## config.mk

```make
export PLATFORM = sky130hd
export DESIGN_NAME = dtmf_steer
export DESIGN_NICKNAME = d
export VERILOG_FILES = /design/src/rtl/dtmf_steer_pkg.sv /design/src/rtl/dtmf_key_qual.sv /design/src/rtl/dtmf_guard_timer.sv /design/src/rtl/dtmf_settle.sv /design/src/rtl/dtmf_steer.sv
export SDC_FILE = /design/constraint.sdc
export NUM_CORES = 1
export LEC_CHECK = 0
export ABC_AREA = 1
export CAP_MARGIN = 0
export CORE_MARGIN = 2
export CORE_UTILIZATION = 41
export DETAILED_ROUTE_END_ITERATION = 7
export PLACE_DENSITY = 0.65
export SLEW_MARGIN = 20
export SYNTH_ARGS = -nofsm -noshare
export SYNTH_HDL_FRONTEND = slang
export SYNTH_SLANG_ARGS = --single-unit
```

## constraint.sdc

```tcl
create_clock -name clk -period 5.75 [get_ports clk]
set_input_delay 1.15 -clock clk [delete_from_list [all_inputs] [get_ports clk]]
set_output_delay 1.15 -clock clk [all_outputs]
set_load 0.01 [all_outputs]
```

## src/rtl/dtmf_steer_pkg.sv

```systemverilog
package dtmf_steer_pkg;

    typedef logic [3:0] key_code_t;

    localparam key_code_t KEY_EXT_A = 4'b1101;
    localparam key_code_t KEY_EXT_B = 4'b1110;
    localparam key_code_t KEY_EXT_C = 4'b1111;
    localparam key_code_t KEY_EXT_D = 4'b0000;

    // True for the four keys that the inhibit input hides.
    function automatic logic is_ext_key(key_code_t c);
        return (c == KEY_EXT_A) || (c == KEY_EXT_B) ||
               (c == KEY_EXT_C) || (c == KEY_EXT_D);
    endfunction

    typedef struct packed {
        logic      steer;
        key_code_t latch;
    } steer_state_t;

endpackage

```

## src/rtl/dtmf_key_qual.sv

```systemverilog
module dtmf_key_qual
    import dtmf_steer_pkg::*;
(
    input  logic      det_i,
    input  key_code_t code_i,
    input  logic      inhibit_i,
    output logic      det_o
);

    always_comb begin
        det_o = det_i && !(inhibit_i && is_ext_key(code_i));
    end

endmodule

```

## src/rtl/dtmf_guard_timer.sv

```systemverilog
module dtmf_guard_timer #(
    parameter int CW = 16
) (
    input  logic          clk,
    input  logic          rst_n,
    input  logic          clr_i,
    input  logic          run_i,
    input  logic [CW-1:0] limit_i,
    output logic          expire_o
);

    localparam int XW = CW + 1;

    logic [CW-1:0] cnt_d, cnt_q;
    logic [XW-1:0] next_len;

    always_comb begin
        next_len = {1'b0, cnt_q} + XW'(1);
        expire_o = run_i && !clr_i && (next_len >= {1'b0, limit_i});
        if (clr_i || !run_i || expire_o) begin
            cnt_d = '0;
        end else begin
            cnt_d = cnt_q + CW'(1);
        end
    end

    always_ff @(posedge clk or negedge rst_n) begin
        if (!rst_n) begin
            cnt_q <= '0;
        end else begin
            cnt_q <= cnt_d;
        end
    end

endmodule

```

## src/rtl/dtmf_settle.sv

```systemverilog
module dtmf_settle #(
    parameter int SETTLE = 2
) (
    input  logic clk,
    input  logic rst_n,
    input  logic steer_d_i,
    input  logic steer_q_i,
    output logic dly_o
);

    localparam int SW = (SETTLE < 1) ? 1 : $clog2(SETTLE + 1);
    localparam logic [SW-1:0] TOP = SW'(SETTLE);

    logic [SW-1:0] age_d, age_q;

    always_comb begin
        if (!steer_d_i || !steer_q_i) begin
            age_d = '0;
        end else if (age_q == TOP) begin
            age_d = age_q;
        end else begin
            age_d = age_q + SW'(1);
        end
    end

    always_ff @(posedge clk or negedge rst_n) begin
        if (!rst_n) begin
            age_q <= '0;
        end else begin
            age_q <= age_d;
        end
    end

    assign dly_o = (age_q == TOP);

endmodule

```

## src/rtl/dtmf_steer.sv

```systemverilog
module dtmf_steer
    import dtmf_steer_pkg::*;
#(
    parameter int CW     = 16,
    parameter int SETTLE = 2
) (
    input  logic          clk,
    input  logic          rst_n,
    input  logic          det_i,
    input  logic [3:0]    code_i,
    input  logic [CW-1:0] tone_guard_i,
    input  logic [CW-1:0] pause_guard_i,
    input  logic          inhibit_i,
    input  logic          pwr_dn_i,
    input  logic          out_en_i,
    output logic [3:0]    data_o,
    output logic          data_en_o,
    output logic          dly_steer_o
);

    steer_state_t  st_d, st_q;
    logic          det_eff;
    logic          run;
    logic [CW-1:0] limit;
    logic          expire;

    dtmf_key_qual u_qual (
        .det_i     (det_i),
        .code_i    (code_i),
        .inhibit_i (inhibit_i),
        .det_o     (det_eff)
    );

    always_comb begin
        // Idle: count tone presence. Registered: count tone absence.
        run   = st_q.steer ? !det_eff : det_eff;
        limit = st_q.steer ? pause_guard_i : tone_guard_i;
    end

    dtmf_guard_timer #(.CW(CW)) u_timer (
        .clk      (clk),
        .rst_n    (rst_n),
        .clr_i    (pwr_dn_i),
        .run_i    (run),
        .limit_i  (limit),
        .expire_o (expire)
    );

    always_comb begin
        st_d = st_q;
        if (pwr_dn_i) begin
            st_d.steer = 1'b0;
        end else if (expire) begin
            st_d.steer = !st_q.steer;
            if (!st_q.steer) begin
                st_d.latch = code_i;
            end
        end
    end

    always_ff @(posedge clk or negedge rst_n) begin
        if (!rst_n) begin
            st_q <= '0;
        end else begin
            st_q <= st_d;
        end
    end

    dtmf_settle #(.SETTLE(SETTLE)) u_settle (
        .clk       (clk),
        .rst_n     (rst_n),
        .steer_d_i (st_d.steer),
        .steer_q_i (st_q.steer),
        .dly_o     (dly_steer_o)
    );

    assign data_en_o = out_en_i;
    assign data_o    = out_en_i ? st_q.latch : 4'b0000;

endmodule

```

==> results of run 1 <==
-- logic make-up after synthesis --
| group | count (synthesis) | synth area share (%) |
|---|---|---|
| AO/OA/AOI/OAI | 20 | 5.670 |
| XOR/XNOR | 10 | 4.510 |
| adder cells (fa/ha/maj) | 18 | 11.60 |
| buffers and inverters | 38 | 8.505 |
| flip-flops | 23 | 29.64 |
| multiplexers | 15 | 7.732 |
| AND/OR/NAND/NOR | 113 | 32.34 |
-- per-stage QoR --
step	instances	util, %
final	338	53.62
after global routing	338	53.62
after CTS	338	53.73
after detailed placement	334	52.76
after global placement	334	52.76
after floorplan	237	-
-- cells in the mapped netlist, types with 2 or more instances --
| cell | number |
|---|---|
| nor2_4 | 13 |
| dfrtp_1 | 23 |
| buf_2 | 2 |
| nor2_2 | 5 |
| or2_2 | 2 |
| nor2_1 | 20 |
| a21o_1 | 3 |
| nand4_1 | 4 |
| nand2_2 | 4 |
| nand3b_1 | 2 |
| nand2_1 | 49 |
| ha_1 | 18 |
| mux2i_1 | 15 |
| inv_1 | 33 |
| xor2_1 | 10 |
| o21ai_0 | 7 |
| a21oi_1 | 8 |
| nand3_2 | 3 |
| nand3_1 | 7 |
-- sequential cells by signal, summed over array words and instances (netlist names) --
register and flops:
st_q 5, u_settle.age_q 2, u_timer.cnt_q 16
-- path summary, 6_finish.rpt --
kind / end / from / cells after the start / slack (ns)
max: data_o[3] / out_en_i / 4 / 2.26
min: u_timer.cnt_q[0]$_DFF_PN0_ / u_timer.cnt_q[0]$_DFF_PN0_ / 1 / 0.50
max reg2reg: u_timer.cnt_q[10]$_DFF_PN0_ / u_timer.cnt_q[0]$_DFF_PN0_ / 14 / 2.67
min reg2reg: u_timer.cnt_q[0]$_DFF_PN0_ / u_timer.cnt_q[0]$_DFF_PN0_ / 1 / 0.50
max in group asynchronous: u_timer.cnt_q[13]$_DFF_PN0_ / rst_n / 1 / 4.53
min in group asynchronous: u_timer.cnt_q[3]$_DFF_PN0_ / rst_n / 1 / 0.85
-- area by class of cell --
cell class | instances | share of cell area (%)
Inverter | 34 | 5.141
Sequential cell | 23 | 23.19
Tap cell | 54 | 2.722
Multi-Input combinational cell | 176 | 48.39
Clock buffer | 4 | 1.815
Timing Repair Buffer | 47 | 18.75
-- where the power goes --
group          switching [mW]  internal [mW]  leakage, nW  total, mW
clock network          0.0544         0.0496       0.0228      0.104
registers             0.00135          0.163        0.320      0.165
logic                  0.0251         0.0346        0.873     0.0598
total                  0.0809          0.248         1.22      0.328
-- worst max-delay path: stages --
cell,delay (ns)
clkdlybuf4s50_1,0.54
nand2_1,0.07
inv_1,0.05
clkdlybuf4s50_1,0.53
-- routing by layer --
layer,wire length (um),track usage [%],vias up
met5,0,0,-
met4,66,6.996,0
met3,63,2.072,5
met2,1893,27.47,14
met1,1900,22.50,730
li1,-,-,855
==> results summary, run 1 <==
The run finished with clean final reports. The critical path start-end classification is primary input to output pin. The final worst hold slack came out at 0.5031 ns. The most used flip-flop cell after synthesis is dfrtp_1.

The number of synthesis warnings is 0. Setup repair after global routing left no endpoint under its margin. The most frequent standard cell in the layout excluding fill and tap cells is nand2_1. The ratio of total power to cell area is 132.3 nW/um2. The initial utilization of the core area, before any placement, comes to 41.95%.

The path class of the tightest hold or removal check is flip-flop to flip-flop. The number of cell rows is 25. In the finished design, the share of the clock period the worst path needs comes to 60.62%. Summing all flip-flop and latch instances after layout gives 575.6 um2.

In the final routed layout, each cell accounts on average for 11.61 um. The clock transition time at the flip-flop clock pins of the worst setup and hold paths came out at 0.08 ns. The violation count after the first detailed-routing iteration came out at 62.

The ratio of routed vias to standard cells is 4.746. STA classifies the critical path endpoint as an output pin. The number of post-CTS setup repair buffers came out at 0. For this run, the post-layout net count is 345. The setup slack after placement came out at 2.261 ns.

The post-synthesis net count came out at 297. The worst pin sits at a relative slew slack of 33.95%. The sum of routed wire length over all layers came out at 3923 um.

In this run the cell area measured after placement is 2442 um2. The tree is rooted in a clkbuf_8. The peak ir drop on the vdd network is 0.00008140 V.

The remaining antenna violation count after routing is 0. From synthesis to final layout, the design area changed by 27.84%. The global-route wire length before repair came out at 6900 um.

The total congestion overflow is 0. The share of the synthesized area in the top cell type is 29.64%. The number of top-level pins came out at 48.

The worst clock skew on the final layout came out at 0.006361 ns. The smallest setup slack after layout is 2.265 ns. The area of combinational cells with multiple inputs is 1201 um2. The final total negative setup slack is 0 ns.

The level count of the clock H-tree is 1. The number of slew-limit violations in the final report was 0. The die covers 5303 um2.

The via count of the first global-routing pass is 1,542. The final period demand of the worst path is 3.485 ns. The mean cell area of the mapped netlist came out at 8.194 um2. Leaving out fill and tap cells, the most frequent cells in the layout are 49 x nand2_1, 46 x clkdlybuf4s50_1, 33 x inv_1. Post-CTS repair changed the size of 0 cells. The die is 72.82 um tall. The maximum fanout encountered on the critical timing path is 5. The routability congestion estimate from global placement is 0.7670. The initial antenna violation count was 0. The distinct cell type count after synthesis came out at 28. Of all flip-flops after synthesis, the portion carrying an async set or reset was 100.0%. Across the run, the number of max-cap violations was 0. Summing every instance area after synthesis gives 1942 um2. The total inserted antenna cells came out at 0. The final standard cell area without fillers came out at 2482 um2. The setup violation total in the final timing report is 0. The highest clock frequency the design can meet came out at 286.9 MHz. By area the synthesized netlist is led by dfrtp_1 30%, ha_1 12%, nand2_1 9.5%, mux2i_1 7.7%, nor2_4 7.5%. Entering global routing, the biggest net connects 24 pins. The number of sinks on the clock net is 23.

The sequential share of the synthesized area came out at 29.64%. TritonCTS built the clock tree. The post-detailed-placement half-perimeter wirelength is 3156 um. The arrival time at the worst endpoint is 2.34 ns. Across all layers, the routed design uses 1,604 vias. The die width is 72.82 um. Clock latency on the worst-skew pair, taken at its later pin, is 0.27 ns. Buffers inserted to repair hold after CTS numbered 0. The floorplan step defined a core boundary enclosing 4629 um2. The overall track demand over capacity in global routing is 16.83%. In the final layout, the share of cells above drive strength 1 is 12.32%. The final-report hold violation count came to 0.

Counting along the longest clock path gives a buffer depth of 2. Counting the buffers created by CTS gives 3. The first detailed-routing pass ran for 4 iterations.

The largest area contributor in the netlist is dfrtp_1. The synthesis-stage register bit count is 23. The worst-margin pin slew came out at 0.9908 ns. The required arrival time at the worst endpoint is 4.60 ns. The worst setup path is launched from a primary input. The total power came out at 328.5 uW.

Summed over all cells, the static leakage comes to 1.216 nW. Buffers placed on the I/O ports in this run total 47. The number of cells produced by synthesis is 237. The synthesized design contains 0 enable-type register cells. The final routed DRC violation total is 0. The number of fill cells is 468.
(Power assumes the default switching activity.)
==> run 2, diff against run 1 <==
--- a/config.mk
+++ b/config.mk
@@ -10,7 +10,7 @@
 export CORE_MARGIN = 2
 export CORE_UTILIZATION = 41
 export DETAILED_ROUTE_END_ITERATION = 7
-export PLACE_DENSITY = 0.65
+export PLACE_DENSITY = 0.68
 export SLEW_MARGIN = 20
 export SYNTH_ARGS = -nofsm -noshare
 export SYNTH_HDL_FRONTEND = slang
==> constraint.sdc (replaced) <==
create_clock -name clk -period 3.2 [get_ports clk]
set_input_delay 0.64 -clock clk [delete_from_list [all_inputs] [get_ports clk]]
set_output_delay 0.64 -clock clk [all_outputs]
set_load 0.01 [all_outputs]
==> results summary, run 2 (synthesized netlist as in run 1, its figures left out) <==
The run finished with clean final reports. The final period demand of the worst path is 2.839 ns. The number of cell rows is 25 (unchanged). The core utilization of the finished layout came out at 54.59% (+0.97 points). Derived from the worst setup path, the maximum achievable clock frequency is 352.2 MHz. The register with the most flip-flops in the final layout is u_timer.cnt_q. The die width came out at 72.82 um (unchanged). The max-capacitance violation count came to 0 (unchanged).

The maximum fanout encountered on the critical timing path is 16 (+11). The startpoint identified for the worst hold timing path is st_q[3]$_DFFE_PN0P_. The number of buffers inserted for hold repair after clock tree synthesis is 0 (unchanged). The number of sinks on the clock net came out at 23 (unchanged). The post-detailed-placement half-perimeter wirelength is 3208 um (+1.6%).

The arrival time at the worst endpoint was 2.99 ns (+0.65 ns). The worst-margin pin slew came out at 0.3219 ns (-0.6689 ns). The relative max-transition margin came to 78.47% (+45 points).

The flop-to-flop setup slack came out at 0.36 ns (-2.31 ns). The required arrival time at the worst endpoint came out at 3.35 ns (-1.25 ns). The area growth from synthesis to layout came out at 30.15%. The total die area is 5303 um2 (unchanged). The worst clock skew on the final layout is 0.003133 ns (-0.003228 ns). For hold timing, the worst endpoint is st_q[3]$_DFFE_PN0P_. The final total negative setup slack came out at 0 ns (unchanged).

Setup repair after global routing left no endpoint under its margin. The routability congestion estimate from global placement came out at 0.8100 (+5.6%). The count of TritonRoute iterations in the first routing pass came out at 4 (unchanged). The average wire per cell in the routed design came out at 11.62 um (+0.16%).

The startpoint identified for the worst register-to-register timing path is u_timer.cnt_q[0]$_DFF_PN0_. The peak ir drop on the vdd network is 0.0001685 V (+110%). The maximum clock path buffer count was 2 (unchanged). The clock transition time at the flip-flop clock pins of the worst setup and hold paths is 0.09 ns (about the same).

The final routed DRC violation total was 0 (unchanged). The clock latency reported for the late side of the worst-skew pair is 0.27 ns (about the same). The number of buffers added by the clock tree synthesis step is 3 (unchanged). The floorplan die height came to 72.82 um (unchanged). The endpoint of the most critical register-to-register path is u_timer.cnt_q[15]$_DFF_PN0_. TritonCTS built the clock tree. The worst setup path is launched from a flip-flop. The ratio of total power to cell area is 234.1 nW/um2 (+77%). The ratio of routed vias to standard cells came to 4.698 (-1.0%).

The largest net degree at the start of global routing is 24 (unchanged). The number of post-CTS setup repair buffers came out at 0 (unchanged). CTS placed an instance of clkbuf_8 at the clock tree root. The leakage power figure is 1.237 nW (+1.8%).

The number of flip-flops in the largest register is 16 (unchanged). The ratio of cells with drive above 1 in the final layout was 13.24% (+0.92 points). The top cell types in the final layout, fill and taps aside, are 49 x nand2_1, 47 x clkdlybuf4s50_1, 33 x inv_1. The via count of the first global-routing pass is 1,659 (+7.6%). The total core area came out at 4629 um2 (unchanged). The count of input and output buffers is 47 (unchanged). The worst setup path is captured at a flip-flop. The level count of the clock H-tree is 1 (unchanged). The initial antenna violation count came out at 0 (unchanged).

The setup violation total in the final timing report is 0 (unchanged). The initial core utilization is 41.95% (unchanged). Of the available clock period, the critical path in the final layout requires 88.72%. The total inserted antenna cells was 0 (unchanged).

The logic depth of the worst register-to-register path came out at 16 (+2). The global-route wire length before repair is 7148 um (+3.6%). The total congestion overflow came to 0 (unchanged). The cell count of the worst hold path is 2 (+1).

Leaving out fill and tap cells, the most frequent cell in the layout is nand2_1. The remaining antenna violation count after routing came out at 0 (unchanged). The total vias in the final route is 1,602 (-0.12%). The number of slew-limit violations in the final report is 0 (unchanged). The final net count is 348 (+0.87%). The number of fill cells is 456 (-2.6%). The post-cts gate resize count is 0 (unchanged). The largest registers in the layout are u_timer.cnt_q: 16 flops, st_q: 5 flops, u_settle.age_q: 2 flops. The overall track demand over capacity in global routing came out at 16.99% (+0.16 points).

The critical path is of the flip-flop to flip-flop type. The min-delay analysis places its worst path in the category flip-flop to flip-flop. The sum of routed wire length over all layers came out at 3964 um (+1.0%). The number of top-level pins came out at 48 (unchanged). The violation count after the first detailed-routing iteration is 66 (+6.5%). The final-report hold violation count came out at 0 (unchanged).
==> run 2: per-stage QoR <==
step | cell area (um2) | worst slack [ns] | hold slack, ns | cells | total power, mW
2_1_floorplan | 1942 | 0.6879 | 0.3444 | 237 | 0.3447
3_3_place_gp | 2477 | 0.3072 | 0.4695 | 337 | 0.4118
3_5_place_dp | 2477 | 0.2803 | 0.4778 | 337 | 0.4134
4_1_cts | 2524 | 0.2486 | 0.4990 | 341 | 0.5963
5_1_grt | 2527 | 0.06627 | 0.5238 | 341 | 0.6207
6_report | 2527 | 0.3609 | 0.4920 | 341 | 0.5917
==> run 2: where the power goes <==
group	switching (mW)	internal, mW
Clock	0.0979	0.0870
Combinational	0.0460	0.0650
Sequential	0.00222	0.294
Total	0.146	0.446
==> run 2: layer usage <==
metal  part of all wire (%)  track usage (%)
met1                     47            22.40
met2                     49            29.60
met3                    3.5            2.348
met5                      0                0
met4                   0.78            3.704
==> run 2: worst max path at each step <==
stage / from / to / slack (ns) / cells past startpoint
finish: u_timer.cnt_q[0]$_DFF_PN0_ / u_timer.cnt_q[15]$_DFF_PN0_ / 0.36 / 16
global route: u_timer.cnt_q[0]$_DFF_PN0_ / st_q[2]$_DFFE_PN0P_ / 0.07 / 17
CTS: u_timer.cnt_q[0]$_DFF_PN0_ / u_timer.cnt_q[15]$_DFF_PN0_ / 0.25 / 16
detailed placement: u_timer.cnt_q[0]$_DFF_PN0_ / u_timer.cnt_q[15]$_DFF_PN0_ / 0.28 / 16
global placement: u_timer.cnt_q[0]$_DFF_PN0_ / u_timer.cnt_q[13]$_DFF_PN0_ / 0.31 / 16
floorplan: u_timer.cnt_q[0]$_DFF_PN0_ / u_timer.cnt_q[3]$_DFF_PN0_ / 0.69 / 16
==> run 2: cell type report <==
cell class	instances	area (um2)	share of cell area (%)
multi-input combinational	176	1201	47.52
sequential	23	575.6	22.77
timing repair buffer	50	509.2	20.15
inverter	34	127.6	5.049
tap	54	67.56	2.673
clock buffer	3	41.29	1.634
clock inverter	1	5.005	0.1980
==> run 2: critical path, stage by stage, from the launching register on <==
cell and delay (ns):
dfrtp_1 0.40, nand3_1 0.15, nor2_2 0.18, nand3_2 0.15
nor3_2 0.19, nand3_1 0.12, xor2_1 0.20, inv_1 0.07
ha_1 0.28, inv_1 0.05, nor2_1 0.15, nand4_1 0.12
nor2_2 0.17, nand2_4 0.08, nand4_4 0.08, buf_6 0.26
nor2_1 0.09
==> run 3, diff against run 2 <==
--- a/config.mk
+++ b/config.mk
@@ -10,7 +10,7 @@
 export CORE_MARGIN = 2
 export CORE_UTILIZATION = 41
 export DETAILED_ROUTE_END_ITERATION = 7
-export PLACE_DENSITY = 0.68
+export PLACE_DENSITY = 0.79
 export SLEW_MARGIN = 20
 export SYNTH_ARGS = -nofsm -noshare
 export SYNTH_HDL_FRONTEND = slang
==> results summary, run 3 (synthesized netlist as in run 1, its figures left out) <==
The number of post-CTS setup repair buffers came out at 0 (unchanged). The total die area is 5303 um2 (unchanged). The sequential group share of total power came out at 49.7% (-0.3 points). The final standard cell area without fillers came out at 2519 um2 (-0.35%). The initial core utilization came out at 41.95% (unchanged).

The number of slew-limit violations in the final report is 0 (unchanged). The count of input and output buffers came out at 47 (unchanged). The area growth from synthesis to layout came out at 29.70%. The floorplan die height is 72.82 um (unchanged).

The post-detailed-placement half-perimeter wirelength came to 3315 um (+3.3%). The global-route wire length before repair was 6762 um (-5.4%). The arrival time at the worst endpoint is 3.09 ns (+0.10 ns). The violation count after the first detailed-routing iteration is 69 (+4.5%). The top register by number of flip-flops is u_timer.cnt_q. The worst-margin pin slew was 0.3631 ns (+0.04120 ns). The library cell used most frequently in the layout, excluding fill and tap cells, is nand2_1.

The post-placement cell area came out at 2472 um2 (-0.20%). The number of buffers and inverters on the critical path came to 3 (unchanged). The largest net degree at the start of global routing came to 24 (unchanged). The design internal power was 445.3 uW (about the same). The maximum fanout encountered on the critical timing path came out at 16 (unchanged). The final net count is 349 (+0.29%). The worst clock skew on the final layout is 0.005998 ns (+0.002865 ns).

The routability congestion estimate from global placement came out at 0.7820 (-3.5%). The ratio of total power to cell area is 236.3 nW/um2 (+0.94%). Grouping stages by cell kind, the critical path spends the most delay in simple AND/OR/NAND/NOR gates. Clock tree synthesis selected as its root buffer the cell clkbuf_8. In this run the critical register-to-register path is launched from u_timer.cnt_q[0]$_DFF_PN0_.

The sum of routed wire length over all layers came to 4033 um (+1.7%). The clock transition time at the flip-flop clock pins of the worst setup and hold paths came out at 0.09 ns (about the same). The part of the total power dissipated in the clock network came out at 31.6% (+0.4 points). The critical path in this run is classified as flip-flop to flip-flop. The count of TritonRoute iterations in the first routing pass is 4 (unchanged). The cell with the largest stage delay on the worst path is dfrtp_1. The number of fill cells is 422 (-7.5%).

Following the worst setup path forward leads to its endpoint at u_timer.cnt_q[9]$_DFF_PN0_. The number of cell rows is 25 (unchanged). The flop-to-flop setup slack was 0.26 ns (-0.11 ns).

The worst setup path is launched from a flip-flop. The number of top-level pins came to 48 (unchanged). The final period demand of the worst path came to 2.945 ns (+0.1056 ns). The final total negative setup slack is 0 ns (unchanged).

The highest clock frequency the design can meet is 339.6 MHz (-3.6%). The via count of the first global-routing pass came out at 1,632 (-1.6%). The share of the clock period used by the worst path after layout came out at 92.02% (+3.3 points). The remaining antenna violation count after routing came out at 0 (unchanged).

The CTS tree is done. The required arrival time at the worst endpoint is 3.34 ns (about the same). The total core area came out at 4629 um2 (unchanged).

Traced cell by cell, the critical path runs through nand3_1 -> nor2_2 -> nand3_2 -> nor3_2 -> nand3_1 -> xor2_1 -> inv_1 -> ha_1 -> inv_1 -> nor2_1 -> nand4_1 -> nor2_2 -> nand2_4 -> nand4_4 -> buf_4 -> a21oi_1. In this run the critical register-to-register path is captured at u_timer.cnt_q[9]$_DFF_PN0_. The peak ir drop on the vdd network is 0.0001346 V (-20%).

The most critical setup path has its startpoint at u_timer.cnt_q[0]$_DFF_PN0_. The largest registers in the layout are u_timer.cnt_q: 16 flops, st_q: 5 flops, u_settle.age_q: 2 flops. The number of flip-flops in the largest register is 16 (unchanged). Setup repair after global routing left no endpoint under its margin. The logic depth of the worst register-to-register path is 16 (unchanged). The leakage power figure is 1.238 nW (about the same). The level count of the clock H-tree came out at 1 (unchanged). The final routed DRC violation total came out at 0 (unchanged). The initial antenna violation count came out at 0 (unchanged). The average wire per cell in the routed design is 11.79 um (+1.4%). The fraction of power spent switching nets came out at 25.18% (+0.49 points). The library cells used most frequently in the layout, excluding fill and tap cells, are 49 x nand2_1, 47 x clkdlybuf4s50_1, 33 x inv_1. The number of sinks on the clock net came out at 23 (unchanged). The clock latency reported for the late side of the worst-skew pair is 0.27 ns (about the same). The die width came out at 72.82 um (unchanged). The classification of the worst-slack hold path is flip-flop to flip-flop. The ratio of cells with drive above 1 in the final layout is 13.54% (+0.30 points). The total inserted antenna cells is 0 (unchanged). The post-cts gate resize count came to 0 (unchanged).

In this run the most critical hold path is launched from st_q[0]$_DFFE_PN0P_. The count of cell instances traversed by the critical path came out at 16 (unchanged). The overall track demand over capacity in global routing was 16.28% (-0.71 points).

The total congestion overflow is 0 (unchanged). The maximum clock path buffer count was 2 (unchanged). STA classifies the critical path endpoint as a flip-flop. The highest cell delay on the worst timing path is 0.41 ns (about the same). The flow ran to the end, and the final reports show no timing, DRC or antenna violations. The setup violation total in the final timing report is 0 (unchanged). The number of buffers added by the clock tree synthesis step is 3 (unchanged).

The max-capacitance violation count is 0 (unchanged). The final-report hold violation count was 0 (unchanged). The net switching component of the power was 149.8 uW (+2.6%). The relative max-transition margin came out at 75.79% (-2.7 points). The number of buffers inserted for hold repair after clock tree synthesis is 0 (unchanged).

The total vias in the final route came out at 1,630 (+1.7%). The part of the power in combinational logic came to 18.7% (about the same). The ratio of routed vias to standard cells came out at 4.766 (+1.5%).
-- run 3: how the worst min path moves through the flow --
stage / depth (start not counted) / slack [ns] / to
after floorplan: 0 / 0.34 / st_q[0]$_DFFE_PN0P_
after global placement: 2 / 0.47 / st_q[2]$_DFFE_PN0P_
after detailed placement: 2 / 0.48 / st_q[3]$_DFFE_PN0P_
after CTS: 2 / 0.50 / st_q[3]$_DFFE_PN0P_
after global routing: 2 / 0.53 / st_q[0]$_DFFE_PN0P_
final: 2 / 0.50 / st_q[0]$_DFFE_PN0P_
-- run 3: power by group through the flow --
stage | logic [mW] | registers, mW | clock network (mW)
after global routing | 0.123 | 0.296 | 0.201
after detailed placement | 0.113 | 0.302 | 0
after floorplan | 0.0435 | 0.301 | 0
after CTS | 0.113 | 0.296 | 0.190
final | 0.111 | 0.296 | 0.188
after global placement | 0.110 | 0.301 | 0
-- run 3: worst min-delay path, stage by stage (launching register included) --
cell and delay (ns):
dfrtp_1 0.36, nand2_1 0.05, o21ai_0 0.06
-- run 3: layout make-up --
cell class                      instances  area, um2  share of cell area [%]
Multi-Input combinational cell        176       1201                   47.69
Sequential cell                        23      575.6                   22.85
Timing Repair Buffer                   51      500.5                   19.87
Inverter                               34      127.6                   5.067
Tap cell                               54      67.56                   2.683
Clock buffer                            3      41.29                   1.639
Clock inverter                          1      5.005                  0.1987
-- run 3: routing by layer --
| metal | up-vias | part of all wire, % | global-route usage (%) |
|---|---|---|---|
| li1 | 857 | - | - |
| met1 | 749 | 46 | 19.50 |
| met2 | 22 | 51 | 30.10 |
| met3 | 2 | 2.1 | 2.486 |
| met4 | 0 | 1.0 | 4.321 |
| met5 | - | 0 | 0 |
-- run 3: metrics by stage --
stage	cells	worst slack [ns]	power, mW	util (%)	hold slack, ns
floorplan	237	0.6879	0.3447	-	0.3444
global placement	338	0.3532	0.4119	53.41	0.4747
detailed placement	338	0.2751	0.4144	53.41	0.4773
CTS	342	0.2486	0.5987	54.41	0.4999
global route	342	0.05170	0.6204	54.41	0.5290
finish	342	0.2554	0.5951	54.41	0.5018
